<file path="src/rtl/rx_tim_pkg.sv">
package rx_tim_pkg;
  localparam logic [1:0] FS_EVERY  = 2'd0;
  localparam logic [1:0] FS_MF     = 2'd1;
  localparam logic [1:0] FS_ALT    = 2'd2;
  localparam logic [1:0] FS_ALT_MF = 2'd3;

  // ESF folds alternate modes onto their plain counterparts
  function automatic logic fs_mark(logic [1:0] mode, logic esf, logic frm_zero,
                                   logic frm_odd, logic mf_odd);
    logic [1:0] m;
    m = (esf && mode[1]) ? {1'b0, mode[0]} : mode;
    case (m)
      FS_EVERY: return 1'b1;
      FS_MF:    return frm_zero;
      FS_ALT:   return !frm_odd;
      default:  return frm_zero & !mf_odd;
    endcase
  endfunction
endpackage

</file>
<file path="src/rtl/rx_pos_cnt.sv">
module rx_pos_cnt #(
  parameter int N_CH = 24,
  parameter int BPC  = 8,
  localparam int CW  = $clog2(N_CH),
  localparam int BW  = $clog2(BPC)
) (
  input  logic          clk_i,
  input  logic          rst_ni,
  input  logic          adv_i,
  output logic          cur_f_o,
  output logic [CW-1:0] cur_ch_o,
  output logic [BW-1:0] cur_bt_o,
  output logic          nxt_f_o,
  output logic [CW-1:0] nxt_ch_o,
  output logic [BW-1:0] nxt_bt_o,
  output logic          last_o
);
  logic          f_q;
  logic [CW-1:0] ch_q;
  logic [BW-1:0] bt_q;
  logic          ch_end, bt_end;

  assign ch_end = (ch_q == CW'(N_CH - 1));
  assign bt_end = (bt_q == BW'(BPC - 1));
  assign last_o = !f_q && ch_end && bt_end;

  always_comb begin
    nxt_f_o  = 1'b0;
    nxt_ch_o = ch_q;
    nxt_bt_o = bt_q + BW'(1);
    if (f_q) begin
      nxt_ch_o = '0;
      nxt_bt_o = '0;
    end else if (bt_end) begin
      nxt_bt_o = '0;
      if (ch_end) begin
        nxt_f_o  = 1'b1;
        nxt_ch_o = '0;
      end else begin
        nxt_ch_o = ch_q + CW'(1);
      end
    end
  end

  // reset parks on the last bit so the first advance enters the F-bit
  always_ff @(posedge clk_i or negedge rst_ni) begin
    if (!rst_ni) begin
      f_q  <= 1'b0;
      ch_q <= CW'(N_CH - 1);
      bt_q <= BW'(BPC - 1);
    end else if (adv_i) begin
      f_q  <= nxt_f_o;
      ch_q <= nxt_ch_o;
      bt_q <= nxt_bt_o;
    end
  end

  assign cur_f_o  = f_q;
  assign cur_ch_o = ch_q;
  assign cur_bt_o = bt_q;
endmodule

</file>
<file path="src/rtl/rx_frm_cnt.sv">
module rx_frm_cnt #(
  parameter int SF_LEN  = 12,
  parameter int ESF_LEN = 24,
  localparam int MAXL   = (ESF_LEN > SF_LEN) ? ESF_LEN : SF_LEN,
  localparam int FW     = $clog2(MAXL)
) (
  input  logic          clk_i,
  input  logic          rst_ni,
  input  logic          adv_i,
  input  logic          esf_i,
  output logic [FW-1:0] frm_o,
  output logic          mf_odd_o,
  output logic [FW-1:0] frm_nx_o,
  output logic          mf_odd_nx_o
);
  logic [FW-1:0] frm_q;
  logic          mfp_q;
  logic          wrap;

  assign wrap        = frm_q >= (esf_i ? FW'(ESF_LEN - 1) : FW'(SF_LEN - 1));
  assign frm_nx_o    = wrap ? '0 : frm_q + FW'(1);
  assign mf_odd_nx_o = wrap ? !mfp_q : mfp_q;

  // reset sits at the end of an odd multiframe; first advance lands on frame 0
  always_ff @(posedge clk_i or negedge rst_ni) begin
    if (!rst_ni) begin
      frm_q <= FW'(MAXL - 1);
      mfp_q <= 1'b1;
    end else if (adv_i) begin
      frm_q <= frm_nx_o;
      mfp_q <= mf_odd_nx_o;
    end
  end

  assign frm_o    = frm_q;
  assign mf_odd_o = mfp_q;
endmodule

</file>
<file path="src/rtl/rx_strobe_gen.sv">
module rx_strobe_gen
  import rx_tim_pkg::*;
#(
  parameter int N_CH = 24,
  parameter int BPC  = 8,
  parameter int FW   = 5,
  localparam int CW  = $clog2(N_CH),
  localparam int BW  = $clog2(BPC)
) (
  input  logic            clk_i,
  input  logic            rst_ni,
  input  logic            rise_i,
  input  logic            fall_i,
  input  logic            fe_fall_i,
  input  logic            de_fall_i,
  input  logic [1:0]      fs_mode_i,
  input  logic            esf_i,
  input  logic            frac_i,
  input  logic [N_CH-1:0] gap_mask_i,
  input  logic            g56_i,
  input  logic            fgap_i,
  input  logic            cur_f_i,
  input  logic [CW-1:0]   cur_ch_i,
  input  logic [BW-1:0]   cur_bt_i,
  input  logic            nxt_f_i,
  input  logic [CW-1:0]   nxt_ch_i,
  input  logic [BW-1:0]   nxt_bt_i,
  input  logic            last_i,
  input  logic [FW-1:0]   frm_i,
  input  logic            mf_odd_i,
  input  logic [FW-1:0]   frm_nx_i,
  input  logic            mf_odd_nx_i,
  output logic            gate_o,
  output logic            fs_act_o,
  output logic            upd_o
);
  logic gate_cur, gate_nxt, use_nxt, fs_hit, fe_stb, de_stb;
  logic gate_q, fs_q, upd_q;

  function automatic logic slot_on(logic f, logic [CW-1:0] ch, logic [BW-1:0] bt,
                                   logic frac, logic [N_CH-1:0] mask, logic g56, logic fgap);
    if (!frac) return 1'b1;
    if (f) return !fgap;
    return !(mask[ch] || (g56 && bt == BW'(BPC - 1)));
  endfunction

  assign gate_cur = slot_on(cur_f_i, cur_ch_i, cur_bt_i, frac_i, gap_mask_i, g56_i, fgap_i);
  assign gate_nxt = slot_on(nxt_f_i, nxt_ch_i, nxt_bt_i, frac_i, gap_mask_i, g56_i, fgap_i);

  // pulse targets the bit whose data strobe is the next one at or after its own edge
  assign use_nxt = !(fe_fall_i && de_fall_i);
  assign fs_hit  = use_nxt
    ? (last_i  && fs_mark(fs_mode_i, esf_i, frm_nx_i == '0, frm_nx_i[0], mf_odd_nx_i))
    : (cur_f_i && fs_mark(fs_mode_i, esf_i, frm_i == '0, frm_i[0], mf_odd_i));

  assign fe_stb = fe_fall_i ? fall_i : rise_i;
  assign de_stb = de_fall_i ? fall_i : rise_i;

  always_ff @(posedge clk_i or negedge rst_ni) begin
    if (!rst_ni) begin
      gate_q <= 1'b0;
      fs_q   <= 1'b0;
      upd_q  <= 1'b0;
    end else begin
      if (rise_i) gate_q <= gate_nxt;
      if (fe_stb) fs_q <= fs_hit;
      upd_q <= de_stb && (de_fall_i ? gate_cur : gate_nxt);
    end
  end

  assign gate_o   = gate_q;
  assign fs_act_o = fs_q;
  assign upd_o    = upd_q;
endmodule

</file>
<file path="src/rtl/rx_sys_timing.sv">
module rx_sys_timing #(
  parameter int N_CH    = 24,
  parameter int BPC     = 8,
  parameter int SF_LEN  = 12,
  parameter int ESF_LEN = 24,
  localparam int CW     = $clog2(N_CH),
  localparam int BW     = $clog2(BPC),
  localparam int CHW    = $clog2(N_CH + 1),
  localparam int MAXL   = (ESF_LEN > SF_LEN) ? ESF_LEN : SF_LEN,
  localparam int FW     = $clog2(MAXL)
) (
  input  logic            clk_i,
  input  logic            rst_ni,
  input  logic            rise_i,
  input  logic            fall_i,
  input  logic            fe_fall_i,
  input  logic            de_fall_i,
  input  logic [1:0]      fs_mode_i,
  input  logic            esf_i,
  input  logic            fs_inv_i,
  input  logic            frac_i,
  input  logic [N_CH-1:0] gap_mask_i,
  input  logic            g56_i,
  input  logic            fgap_i,
  output logic            sck_gate_o,
  output logic            fs_o,
  output logic            data_upd_o,
  output logic            sig_upd_o,
  output logic [CHW-1:0]  chan_o,
  output logic [BW-1:0]   bit_o
);
  logic          cur_f, nxt_f, last;
  logic [CW-1:0] cur_ch, nxt_ch;
  logic [BW-1:0] cur_bt, nxt_bt;
  logic [FW-1:0] frm, frm_nx;
  logic          mf_odd, mf_odd_nx;
  logic          fs_act, upd;

  rx_pos_cnt #(.N_CH(N_CH), .BPC(BPC)) u_pos (
    .clk_i, .rst_ni, .adv_i(rise_i),
    .cur_f_o(cur_f), .cur_ch_o(cur_ch), .cur_bt_o(cur_bt),
    .nxt_f_o(nxt_f), .nxt_ch_o(nxt_ch), .nxt_bt_o(nxt_bt), .last_o(last)
  );

  rx_frm_cnt #(.SF_LEN(SF_LEN), .ESF_LEN(ESF_LEN)) u_frm (
    .clk_i, .rst_ni, .adv_i(rise_i && last), .esf_i,
    .frm_o(frm), .mf_odd_o(mf_odd), .frm_nx_o(frm_nx), .mf_odd_nx_o(mf_odd_nx)
  );

  rx_strobe_gen #(.N_CH(N_CH), .BPC(BPC), .FW(FW)) u_stb (
    .clk_i, .rst_ni, .rise_i, .fall_i, .fe_fall_i, .de_fall_i, .fs_mode_i, .esf_i,
    .frac_i, .gap_mask_i, .g56_i, .fgap_i,
    .cur_f_i(cur_f), .cur_ch_i(cur_ch), .cur_bt_i(cur_bt),
    .nxt_f_i(nxt_f), .nxt_ch_i(nxt_ch), .nxt_bt_i(nxt_bt), .last_i(last),
    .frm_i(frm), .mf_odd_i(mf_odd), .frm_nx_i(frm_nx), .mf_odd_nx_i(mf_odd_nx),
    .gate_o(sck_gate_o), .fs_act_o(fs_act), .upd_o(upd)
  );

  assign fs_o       = fs_act ^ fs_inv_i;
  assign data_upd_o = upd;
  assign sig_upd_o  = upd;
  assign chan_o     = cur_f ? '0 : CHW'(cur_ch) + CHW'(1);
  assign bit_o      = cur_f ? '0 : cur_bt;
endmodule

</file>
<file path="config.mk">
export PLATFORM = sky130hd
export DESIGN_NAME = rx_sys_timing
export DESIGN_NICKNAME = d
export VERILOG_FILES = /design/src/rtl/rx_tim_pkg.sv /design/src/rtl/rx_pos_cnt.sv /design/src/rtl/rx_frm_cnt.sv /design/src/rtl/rx_strobe_gen.sv /design/src/rtl/rx_sys_timing.sv
export SDC_FILE = /design/constraint.sdc
export NUM_CORES = 1
export LEC_CHECK = 0
export BUFFER_PORTS_ARGS = -buffer_cell sky130_fd_sc_hd__buf_2
export CAP_MARGIN = 20
export CORE_MARGIN = 2
export CORE_UTILIZATION = 45
export CTS_BUF_LIST = sky130_fd_sc_hd__clkbuf_4 sky130_fd_sc_hd__clkbuf_8
export DETAILED_ROUTE_END_ITERATION = 8
export GPL_TIMING_DRIVEN = 0
export PLACE_DENSITY = 0.65
export SLEW_MARGIN = 20
export SYNTH_ARGS = -nofsm -noshare
export SYNTH_HDL_FRONTEND = slang
export SYNTH_SLANG_ARGS = --single-unit
</file>
<file path="constraint.sdc">
create_clock -name clk_i -period 4.73 [get_ports clk_i]
set_clock_uncertainty 0.1 [all_clocks]
set_input_delay 1.1825 -clock clk_i [delete_from_list [all_inputs] [get_ports clk_i]]
set_output_delay 1.1825 -clock clk_i [all_outputs]
set_load 0.01 [all_outputs]
</file>
Yosys cells after proc, flatten, opt, wreduce, memory -nomap -nowiden. Index checks and enable logic that the tools add are counted.

Register bits after elaboration: 18. Latch bits: 0. Memory bits (writable): 0. Memory bits (read-only): 0. Input bits: 37. Output and inout bits: 12. Word-level logic and storage cells: 80. Memories kept: 0.

Add/sub/neg operators: 3. $mul: 0. Divide/modulo/power cells: 0. Order comparisons: 3. Equality and inequality tests: 5. Shift operators: 0. Multiplexer cells: 35. Bitwise logic cells: 3. Reductions and logical operators: 23.

Operator list (count): 2-to-1 mux 5 bit (6); 2-to-1 mux 1 bit (21); less-than comparator 5 x 6 -> 1 bit, second input constant (2); adder 5 x 1 -> 5 bit, second input constant (2); binary-select mux 1 bit (select 5 bit) (2); logical AND 1 bit (10); logical NOT 5 bit (2); 2-to-1 mux 3 bit (3); logical NOT 1 bit (8); == test 3 bit, second input constant (2); one-hot mux 1 bit (3 select lines) (2); == test 5 bit, second input constant (1); greater-or-equal comparator 5 bit (1); adder 3 x 1 -> 3 bit, second input constant (1); AND 1 bit (2); == test 2 x 1 -> 1 bit, second input constant (1); == test 2 bit, second input constant (1); logical NOT 2 bit (1); logical OR 1 bit (2); 2-to-1 mux 2 bit (1); bitwise XOR 1 bit (1).

Longest topological paths before layout.
Depth in word-level cells: 12. Depth in mapped cells: 11. Gate-level depth less buffers: 9.

Modules after synthesis. From an unflattened synthesis, not the netlist that was laid out.

Cells, all modules: 183. Area, all modules: 1879.3 um^2.

Modules (own cells, without submodules): rx_strobe_gen (times used 1, cells an instance 60, area each 673.1 um^2, sequential area each 75.1 um^2); rx_pos_cnt (times used 1, cells an instance 57, area each 593.1 um^2, sequential area each 234.0 um^2); rx_frm_cnt (times used 1, cells an instance 46, area each 469.2 um^2, sequential area each 156.4 um^2); rx_sys_timing (times used 1, cells an instance 20, area each 143.9 um^2, sequential area each 0.0 um^2).

Worst setup path before layout. OpenSTA, ideal clock, no wires.

Kind: in2out. Start point: input fs_inv_i. End point: output fs_o. Arrival: 1.402 ns. Required time: 3.448 ns. Slack: 2.045 ns. Stages: 1. Buffers on the path: 0. Path through: xor2_1.

Cells in the longest elaborated chain, start to end: 1.

RTL lines: from (decl) (RTL line rx_sys_timing.sv:20) `input logic fs_inv_i,`; bitwise XOR 1 bit (RTL line rx_sys_timing.sv:59) `assign fs_o = fs_act ^ fs_inv_i;`; to (decl) (RTL line rx_sys_timing.sv:26) `output logic fs_o,`.

No other way between the ends.

Worst setup path in the final report.
Start point: register u_pos.f_q (netlist: u_pos.cur_f_o). End point: output chan_o[3].

Cells in the longest elaborated chain, start to end: 1.

RTL lines: from (decl) (RTL line rx_pos_cnt.sv:18) `logic f_q;`; from (signal assigned) (RTL line rx_pos_cnt.sv:52) `f_q <= nxt_f_o;`; 2-to-1 mux 5 bit (RTL line rx_sys_timing.sv:62) `assign chan_o = cur_f ? '0 : CHW'(cur_ch) + CHW'(1);`; to (decl) (RTL line rx_sys_timing.sv:29) `output logic [CHW-1:0] chan_o,`.

No other way between the ends.

==> out/metrics.yaml <==
sta:
  hold_viol_final: 0
  rsz0062_at_grt: "false"
  min_period_ps: 3090
  finalSetupViolations: 0
  fmax_ghz: 0.324
  finalCritPeriodShare_pct: 65.3
  setup_ws_ps: 1640
  slew_violations: 0
  max-slew-margin-rel_pct: 63.8
  worst_slew_pin_slew_ps: 543
  finalSetupTns_ps: 0
setup_path:
  cpMostUsedCell: "buf_2"
  critPathLaunch: "u_pos.cur_f_o$_DFFE_PN0P_"
  cp_max_fo: 10
  crit_cells: 5
  reg2reg_slack_ps: 1730
  cp-endpoint: "chan_o[3]"
  crit_type: "reg2out"
  worst_path_largest_cell_delay_ps: 440
  cp_top_family: "buffers and inverters"
  cp_data_required_time_ps: 3450
  path_buf_inv: 4
  cp_cell_sequence: "buf_2 > buf_2 > buf_1 > nor2_1 > buf_2"
  slowest_stage: "buf_1"
  start_kind: "flip-flop"
  rr_endpoint: "u_stb.gate_o$_DFFE_PN0P_"
  cp.arrival_ps: 1810
  crit_path_end_kind: "output pin"
  r2r.worst_path.cells: 11
  worstReg2RegStart: "u_pos.cur_bt_o[0]$_DFFE_PN1P_"
cells_and_area:
  diodes: 0
  instances_no_fill: 317
  fillCellCount: 423
  nets: 311
  area_growth_pct: 18.1
  layout-drive-gt1-share_pct: 37.7
cts:
  tritoncts: "yes"
  htree_levels: 1
  root_buffer: "clkbuf_8"
  numCtsBuffers: 3
  worstSkewPairLatency_ps: 260
  cts.sinks: 18
  cts_hold_buf: 0
  post-cts-setup-buffers: 0
  clk_pin_slew_ps: 70
  post_cts_resized: 0
  cts.path.max_buffers: 2
routing:
  drcViolationCount: 0
  totalWireLength_um: 5000
  vias: 1869
  drt_first_pass_iters: 4
  via_per_inst: 5.90
  drtAntennaViolNets: 0
  first_iter_violations: 109
  wire_per_inst_um: 15.8
yosys:
  synth.avg_cell_area_um2: 9.20
  yosys_warnings: 0
  async_flop_share_pct: 100
  synth_top_cell_area_share_pct: 16.0
  synth.most_common_cell: "nand2_1"
  yosysSeqAreaShare_pct: 23.6
  ys_top_cells_by_count: "16 x nand2_1, 12 x dfstp_2, 11 x nor2b_1, 11 x o21ai_0, 10 x nor2_1"
  synth_area_um2: 1970
  synth-seq-cells: 18
  synthTopCellsByArea: "dfstp_2 16%, mux4_2 10%, dfrtp_1 7.6%"
  synthCells: 214
  synth.distinct_cells: 57
  ys.flop_type: "dfstp_2"
  synth_edf_count: 0
  yosysTopAreaCell: "dfstp_2"
  syn-num-nets: 259
global_route:
  grt_pass1_wl_um: 8470
  overflow: 0
  antenna_found_initial: 0
  grt_max_degree: 19
  grt_use_total_pct: 21.2
  grt_pass1_vias: 1807
run:
  cap_violations: 0
placed_design:
  gp_congestion: 0.927
  dpl.hpwl_um: 3890
  place_inst: 313
  port-buffer-count: 47
  dp_slack_ps: 1630
floorplan:
  dieArea_um2: 4920
  rows: 24
  core_area_um2: 4290
  initial_core_util_pct: 45.8
  die_width_um: 70.1
  dieHeight_um: 70.1
  ioPinCount: 49
outcome:
  status: "complete, no violations"
power_and_ir_drop:
  power.density_nw_per_um2: 415
  p_leak_uw: 0.00102
  vdd_drop_max_mv: 0.185
hold_path:
  hold_class: "reg2reg"
[routing by layer]
metal	wire [µm]	vias up	GRT usage, %
met5	0	-	0
met3	217	6	3.61
met1	2370	894	29.4
li1	-	926	-
met4	48	0	3.42
met2	2360	43	35.3
[layout by cell type (no fill, tap or decap), types with 5 or more instances in the layout]
master / count
o21ai_0: 11
buf_4: 5
a21oi_1: 8
nand3_1: 9
dfrtp_1: 6
mux4_2: 9
a21o_1: 5
buf_2: 53
mux2i_1: 6
a31oi_1: 8
ha_1: 8
nand2_1: 16
nand2b_1: 6
nor3_1: 6
nor2_1: 10
dfstp_2: 12
nor2b_1: 11
mux2_2: 5
inv_1: 8
[worst min path at each step]
stage                               startpoint                          to  cells after the start
floorplan           u_frm.frm_o[4]$_DFFE_PN1P_  u_frm.frm_o[4]$_DFFE_PN1P_                      2
global placement      u_stb.gate_o$_DFFE_PN0P_    u_stb.gate_o$_DFFE_PN0P_                      2
detailed placement  u_frm.frm_o[4]$_DFFE_PN1P_  u_frm.frm_o[4]$_DFFE_PN1P_                      2
CTS                 u_frm.frm_o[4]$_DFFE_PN1P_  u_frm.frm_o[4]$_DFFE_PN1P_                      2
global route        u_stb.fs_act_o$_DFFE_PN0P_  u_stb.fs_act_o$_DFFE_PN0P_                      2
finish              u_frm.frm_o[4]$_DFFE_PN1P_  u_frm.frm_o[4]$_DFFE_PN1P_                      2
[logic make-up (layout without fill, tap and decap cells)]
family / count (synthesis) / count (layout) / synth area share [%]
simple gates: 75 / 75 / 21.8
compound gates: 61 / 61 / 22.4
xor+xnor: 6 / 6 / 2.67
buf+inv: 24 / 75 / 6.68
fa+ha+maj: 8 / 8 / 5.09
mux: 22 / 22 / 17.7
flops: 18 / 18 / 23.6
[power by group]
group          internal [µW]  switching (µW)  total [µW]
clock                   74.0            53.2         127
combinational            306             305         611
sequential               202            24.2         226
total                    582             382         965
[state kept, by name, summed over array words and instances, names as in the netlist]
signal          count
u_frm.frm_o         5
u_pos.cur_ch_o      5
u_pos.cur_bt_o      3
u_frm.mf_odd_o      1
u_pos.cur_f_o       1
u_stb.fs_act_o      1
u_stb.gate_o        1
u_stb.upd_o         1
[through the flow]
step / hold WS [ps] / instance area [µm²] / util (%) / power [µW]
floorplan: 384 / 1970 / - / 688
global placement: 407 / 2270 / 52.8 / 834
detailed placement: 409 / 2270 / 52.8 / 836
CTS: 425 / 2320 / 54.1 / 969
global route: 463 / 2320 / 54.1 / 1040
finish: 424 / 2320 / 54.1 / 965
[area by class of cell]
class / instances / area (µm²) / area share [%]
Sequential cell: 18 / 465 / 20.0
Timing Repair Buffer: 47 / 235 / 10.1
Buffer: 16 / 101 / 4.36
Tap cell: 52 / 65.1 / 2.80
Inverter: 8 / 30.0 / 1.29
Multi-Input combinational cell: 172 / 1370 / 59.0
Clock buffer: 4 / 55.1 / 2.37
[tightest hold or removal path, cell delays in order, from the launching register on]
cell and delay, ps:
dfstp_2 400, nand2_1 60, o31ai_1 60
(Power assumes the default switching activity.)
